## src/rtl/pwm_ctrl_pkg.sv

```systemverilog
package pwm_ctrl_pkg;
  localparam int DUTY_W     = 8;
  localparam int SCALE_W    = 13;
  localparam int WORD_W     = 32;
  localparam int RUN_BIT    = 31;
  localparam int DUTY_LSB   = 16;
  localparam int SCALE_LSB  = 0;
  localparam int SLOT_SHIFT = 4;
  localparam logic [WORD_W-1:0] CFG_MASK = 32'h80FF_1FFF;

  typedef struct packed {
    logic              run;
    logic [DUTY_W-1:0] duty;
    logic [SCALE_W-1:0] scale;
  } chan_cfg_t;

  function automatic logic [WORD_W-1:0] pack_cfg(input chan_cfg_t c);
    logic [WORD_W-1:0] w;
    w = '0;
    w[RUN_BIT] = c.run;
    w[DUTY_LSB +: DUTY_W] = c.duty;
    w[SCALE_LSB +: SCALE_W] = c.scale;
    return w;
  endfunction
endpackage

```

## src/rtl/pwm_ctrl_regs.sv

```systemverilog
module pwm_ctrl_regs
  import pwm_ctrl_pkg::*;
#(
  parameter int NUM_CH = 4,
  parameter int ADDR_W = 8
) (
  input  logic                    clk,
  input  logic                    rst_n,
  input  logic                    req_valid,
  output logic                    req_ready,
  input  logic                    req_write,
  input  logic [ADDR_W-1:0]       req_addr,
  input  logic [WORD_W-1:0]       req_wdata,
  output logic                    rsp_valid,
  input  logic                    rsp_ready,
  output logic [WORD_W-1:0]       rsp_rdata,
  output chan_cfg_t [NUM_CH-1:0]  cfg_o
);
  localparam int SLOT_W = ADDR_W - SLOT_SHIFT;

  logic               req_fire;
  logic               sub_zero;
  logic [SLOT_W-1:0]  slot;
  logic [NUM_CH-1:0]  sel;
  logic [WORD_W-1:0]  rd_word;
  logic               rsp_valid_q;
  logic [WORD_W-1:0]  rsp_data_q;
  chan_cfg_t          wr_cfg;
  logic               unused_wbits;

  assign unused_wbits = ^(req_wdata & ~CFG_MASK);

  assign req_ready = !rsp_valid_q || rsp_ready;
  assign req_fire  = req_valid && req_ready;
  assign sub_zero  = (req_addr[SLOT_SHIFT-1:0] == '0);
  assign slot      = req_addr[ADDR_W-1:SLOT_SHIFT];

  assign wr_cfg.run   = req_wdata[RUN_BIT];
  assign wr_cfg.duty  = req_wdata[DUTY_LSB +: DUTY_W];
  assign wr_cfg.scale = req_wdata[SCALE_LSB +: SCALE_W];

  for (genvar i = 0; i < NUM_CH; i++) begin : g_slot
    assign sel[i] = sub_zero && (slot == SLOT_W'(i));

    always_ff @(posedge clk or negedge rst_n) begin
      if (!rst_n) begin
        cfg_o[i] <= '0;
      end else if (req_fire && req_write && sel[i]) begin
        cfg_o[i] <= wr_cfg;
      end
    end
  end

  always_comb begin
    rd_word = '0;
    for (int i = 0; i < NUM_CH; i++) begin
      if (sel[i]) rd_word = rd_word | pack_cfg(cfg_o[i]);
    end
  end

  always_ff @(posedge clk or negedge rst_n) begin
    if (!rst_n) begin
      rsp_valid_q <= 1'b0;
      rsp_data_q  <= '0;
    end else if (req_fire && !req_write) begin
      rsp_valid_q <= 1'b1;
      rsp_data_q  <= rd_word;
    end else if (rsp_ready) begin
      rsp_valid_q <= 1'b0;
    end
  end

  assign rsp_valid = rsp_valid_q;
  assign rsp_rdata = rsp_data_q;
endmodule

```

## src/rtl/pwm_ctrl_chan.sv

```systemverilog
module pwm_ctrl_chan
  import pwm_ctrl_pkg::*;
(
  input  logic      clk,
  input  logic      rst_n,
  input  chan_cfg_t cfg,
  output logic      pwm_o
);
  logic               run_q;
  logic [DUTY_W-1:0]  act_duty_q;
  logic [SCALE_W-1:0] act_scale_q;
  logic [SCALE_W-1:0] pre_q;
  logic [DUTY_W-1:0]  tick_q;
  logic [DUTY_W-1:0]  eff_duty;
  logic [SCALE_W-1:0] eff_scale;
  logic               tick_hit;
  logic               wrap;

  // First running cycle uses the freshly written word directly.
  assign eff_duty  = run_q ? act_duty_q  : cfg.duty;
  assign eff_scale = run_q ? act_scale_q : cfg.scale;
  assign tick_hit  = (pre_q == eff_scale);
  assign wrap      = tick_hit && (tick_q == '1);

  always_ff @(posedge clk or negedge rst_n) begin
    if (!rst_n) begin
      run_q       <= 1'b0;
      act_duty_q  <= '0;
      act_scale_q <= '0;
      pre_q       <= '0;
      tick_q      <= '0;
    end else if (!cfg.run) begin
      run_q  <= 1'b0;
      pre_q  <= '0;
      tick_q <= '0;
    end else begin
      run_q <= 1'b1;
      if (!run_q || wrap) begin
        act_duty_q  <= cfg.duty;
        act_scale_q <= cfg.scale;
      end
      if (tick_hit) begin
        pre_q  <= '0;
        tick_q <= tick_q + 1'b1;
      end else begin
        pre_q <= pre_q + 1'b1;
      end
    end
  end

  assign pwm_o = cfg.run && (tick_q < eff_duty);
endmodule

```

## src/rtl/pwm_ctrl.sv

```systemverilog
module pwm_ctrl
  import pwm_ctrl_pkg::*;
#(
  parameter int NUM_CH = 4,
  parameter int ADDR_W = 8
) (
  input  logic              clk,
  input  logic              rst_n,
  input  logic              req_valid,
  output logic              req_ready,
  input  logic              req_write,
  input  logic [ADDR_W-1:0] req_addr,
  input  logic [31:0]       req_wdata,
  output logic              rsp_valid,
  input  logic              rsp_ready,
  output logic [31:0]       rsp_rdata,
  output logic [NUM_CH-1:0] pwm_out
);
  chan_cfg_t [NUM_CH-1:0] ch_cfg;
  logic      [NUM_CH-1:0] ch_run;

  pwm_ctrl_regs #(.NUM_CH(NUM_CH), .ADDR_W(ADDR_W)) u_regs (
    .clk       (clk),
    .rst_n     (rst_n),
    .req_valid (req_valid),
    .req_ready (req_ready),
    .req_write (req_write),
    .req_addr  (req_addr),
    .req_wdata (req_wdata),
    .rsp_valid (rsp_valid),
    .rsp_ready (rsp_ready),
    .rsp_rdata (rsp_rdata),
    .cfg_o     (ch_cfg)
  );

  for (genvar i = 0; i < NUM_CH; i++) begin : g_chan
    assign ch_run[i] = ch_cfg[i].run;
    pwm_ctrl_chan u_chan (
      .clk   (clk),
      .rst_n (rst_n),
      .cfg   (ch_cfg[i]),
      .pwm_o (pwm_out[i])
    );
  end
endmodule

```

## config.mk

```make
export PLATFORM = sky130hd
export DESIGN_NAME = pwm_ctrl
export DESIGN_NICKNAME = d
export VERILOG_FILES = /design/src/rtl/pwm_ctrl_pkg.sv /design/src/rtl/pwm_ctrl_regs.sv /design/src/rtl/pwm_ctrl_chan.sv /design/src/rtl/pwm_ctrl.sv
export SDC_FILE = /design/constraint.sdc
export NUM_CORES = 1
export LEC_CHECK = 0
export ABC_AREA = 0
export BUFFER_PORTS_ARGS = -buffer_cell sky130_fd_sc_hd__buf_2
export CORE_ASPECT_RATIO = 0.75
export CORE_UTILIZATION = 55
export DETAILED_ROUTE_END_ITERATION = 10
export PLACE_DENSITY = 0.77
export SYNTH_ARGS = -nofsm -noshare
export SYNTH_HDL_FRONTEND = slang
export SYNTH_SLANG_ARGS = --single-unit
```

## constraint.sdc

```tcl
create_clock -name clk -period 5.1 [get_ports clk]
set_clock_uncertainty 0.05 [all_clocks]
set_input_delay 1.02 -clock clk [delete_from_list [all_inputs] [get_ports clk]]
set_output_delay 1.02 -clock clk [all_outputs]
set_load 0.03 [all_outputs]
```

==> key figures <==
Power
  • Sequential power share: 0.436
  • Comb power frac: 0.190
  • Pint: 0.004172 W
  • Clock power share: 0.375
  • Pwr Density: 377.4 mW/mm2
  • Total Power: 0.005942 W
  • Sw Ratio: 0.2979
  • VDD IR max: 279.8 uV
  • Net switching power figure: 0.001770 W
  • Leak Pwr: 7.829 nW

Global routing
  • Remaining global-route overflow: 0
  • Met2 GRT Util: 0.3702
  • Largest net degree at the start of global routing: 116
  • GRT Max-Usage Layer: met1
  • Global-route usage over all layers: 0.2480
  • Antenna violations before repair: 3
  • First-pass GRT wire length: 51,580 um
  • Number of global-route vias before repair: 9,247
  • GR Util met3: 0.04556
  • GR Util met1: 0.3710

CTS
  • Clk sink count: 283
  • CTS Buf Count: 27
  • Root buffer cell: clkbuf_16
  • Hold_buf cts: 0
  • Htree depth: 1
  • Setup bufs post-CTS: 0
  • Post-CTS Resized: 0
  • Worst-path clk slew: 60 ps
  • Clock Tree Buf Depth: 3
  • Clock latency on the worst-skew pair: 550 ps
  • CTS tree: built

Cells and area
  • Fin nets: 1,276
  • Filler instances: 1,920
  • Multi-input combinational cell area: 0.006679 mm2
  • Synthesis-to-layout area growth: 11.52%
  • Storage element area: 0.007082 mm2
  • Share of cells above drive strength 1: 0.2329

Logic synthesis
  • Post-synthesis sequential area ratio: 0.5016
  • Post-synthesis xor/xnor area fraction: 0.06204
  • Syn Area/Cell: 12.41 um2
  • Warnings from Yosys: 0
  • Flop and latch count out of synthesis: 283
  • Library cells used by synthesis: 47
  • Ys async rst share: 1.000
  • Largest family of logic cells by synthesized area: multiplexers
  • Post-synth EDFFs: 0
  • Post-Syn Area: 0.01412 mm2
  • Multiplexer share of the synthesized area: 0.2358
  • Cells after synthesis: 1,138
  • Top_reg_cell synth: dfrtp_1
  • Synth Area in Simple Gates: 0.08110
  • Synth Area in Adders: 0.03191
  • Compound-Gate Fraction of Synth Area: 0.05725

Setup path
  • Worst path most repeated cell: o21a_1
  • CP startpoint kind: flop
  • Slowest Stage Delay on Critical Path: 1000 ps
  • Endpoint type of the worst setup path: output pin
  • Slowest CP cell: dfrtp_1
  • CP cell instances: buf_4 > mux2i_1 > ha_1 > o21a_1 > o21a_1 > o211ai_1 > o2bb2ai_1 > buf_2
  • Data arrival, critical path: 3180 ps
  • CP Class: reg2out
  • Reg2reg path depth: 7
  • CP Data Required Time: 4030 ps
  • Worst Path Max Fanout: 18

STA
  • RSZ-0062 raised after global routing: no
  • Max-slew violation count: 0
  • Setup TNS: 0 ps
  • Max frequency: 235.4 MHz
  • Slew headroom: 0.3348
  • Min Tclk post-route: 4249 ps
  • Fin. Hold Viols: 0
  • Period Utilization, post-route: 0.8331
  • Final setup viols: 0
  • Slew @ Worst Pin: 997.8 ps

Routing
  • # DRC: 0
  • ANT nets after route: 0
  • Iter 0 DRT Violations: 726
  • Pre-Repair DR Iteration Count: 5
  • DR vias: 9,096
  • Vias per cell: 5.850
  • Total Wirelength: 31,760 um
  • Avg WL per Cell: 20.43 um

Floorplanning
  • Core area: 0.02509 mm2
  • DIE HEIGHT: 140.7 um
  • Rows: 50
  • Number of I/O pins: 83
  • Starting density of the core: 0.5627
  • Die width: 187.0 um
  • Die area: 0.02632 mm2

Placed design
  • Number of port buffers: 62
  • GPL Wtd Cong: 0.8305
  • Post-DP HPWL: 22,290 um

Worst hold path
  • Hold path cells: 1
  • Worst Hold Class: reg2reg

Job
  • Max Cap Viol: 0

Outcome
  • Status: complete, no violations
per-layer routing:
layer  up-vias  routed length, um  share of wire
met2       222              14060           0.44
met5         -                 13        0.00041
li1       4180                  -              -
met4         2                673          0.021
met1      4640              15370           0.48
met3        52               1641          0.052
logic make-up (layout without fill, tap and decap cells):
family | after synthesis | in the layout
AND/OR/NAND/NOR | 235 | 235
adder cells (fa/ha/maj) | 36 | 36
XOR/XNOR | 100 | 100
buffers and inverters | 83 | 151
flip-flops | 283 | 283
multiplexers | 279 | 279
other | 1 | 12
AO/OA/AOI/OAI | 121 | 121
synth_stat cells, drive strengths merged (16+ instances only):
master	n	share of area
ha	36	0.032
mux2i	96	0.068
xor2	30	0.019
o21ai	30	0.011
clkbuf	32	0.0085
nand2	50	0.013
nor2	69	0.018
mux2	169	0.15
nand3	35	0.012
xnor2	70	0.043
and3	28	0.012
inv	16	0.0043
dfrtp	283	0.50
buf	33	0.017
a21oi	24	0.0085
layout make-up:
class / instances / share of cell area
Antenna cell: 2 / 0.0003179
Clock buffer: 39 / 0.05150
Clock inverter: 10 / 0.01136
Inverter: 18 / 0.004292
Multi-Input combinational cell: 781 / 0.4242
Sequential cell: 283 / 0.4498
Tap cell: 338 / 0.02686
Timing Repair Buffer: 84 / 0.03163
cells in the final DEF, fill, tap and decap left out, types with 10 or more instances in the layout:
master / Yosys / routed
dfrtp_1: 283 / 283
mux2i_1: 96 / 96
mux2_2: 93 / 93
xnor2_1: 70 / 70
nor2_1: 69 / 68
buf_2: 11 / 61
nand2_1: 50 / 50
mux2_4: 40 / 40
mux2_1: 36 / 36
ha_1: 36 / 36
nand3_1: 35 / 35
xor2_1: 30 / 30
o21ai_0: 30 / 30
and3_1: 28 / 28
clkbuf_16: 0 / 27
a21oi_1: 24 / 24
buf_4: 14 / 21
inv_1: 16 / 16
o21a_1: 14 / 14
mux4_2: 14 / 14
a22o_1: 14 / 14
o31ai_1: 12 / 12
or4_1: 12 / 12
conb_1: 1 / 10
worst max-delay path, delay by kind of cell, from the launching register on:
family / cells / cell delay (ps)
muxes: 1 / 210
adders and majority gates: 1 / 250
AOI/OAI and AO/OA: 4 / 630
DFF: 1 / 1000
buffers and inverters: 2 / 540
per-stage QoR:
step,cells,utilization,hold slack (ps),cell area (um2),setup WS (ps)
global route,1555,0.6276,452.2,15740,662.9
finish,1555,0.6276,434.7,15740,851.2
floorplan,1147,-,322.1,14150,1884
global placement,1504,0.5879,417.4,14750,1446
CTS,1553,0.6274,438.9,15740,806.5
detailed placement,1504,0.5879,422.7,14750,1374
final timing paths:
path                                           startpoint                              end  slack (ps)
max reg2reg                        g_chan[3].u_chan.run_q  g_chan[3].u_chan.act_scale_q[6]        1470
max                                g_chan[3].u_chan.run_q                       pwm_out[3]         850
min                        g_chan[3].u_chan.act_duty_q[5]   g_chan[3].u_chan.act_duty_q[5]         430
min reg2reg                g_chan[3].u_chan.act_duty_q[5]   g_chan[3].u_chan.act_duty_q[5]         430
max in group asynchronous                           rst_n  g_chan[2].u_chan.act_scale_q[8]        3470
min in group asynchronous                           rst_n       g_chan[0].u_chan.pre_q[11]         440
sequential cells by signal, indices dropped and copies added (netlist names):
register	count
u_regs.rsp_valid	1
u_regs.rsp_rdata	22
g_chan.u_chan.run_q	4
u_regs.cfg_o	88
g_chan.u_chan.act_duty_q	32
g_chan.u_chan.act_scale_q	52
g_chan.u_chan.pre_q	52
g_chan.u_chan.tick_q	32
power groups by stage:
stage	Clock [W]	Combinational [W]	Sequential (W)
floorplan	0	0.000843	0.00256
global placement	0	0.00106	0.00261
detailed placement	0	0.00111	0.00262
CTS	0.00225	0.00113	0.00258
global route	0.00234	0.00125	0.00261
finish	0.00223	0.00113	0.00259
Note: power is estimated with default switching activity, not from simulation.
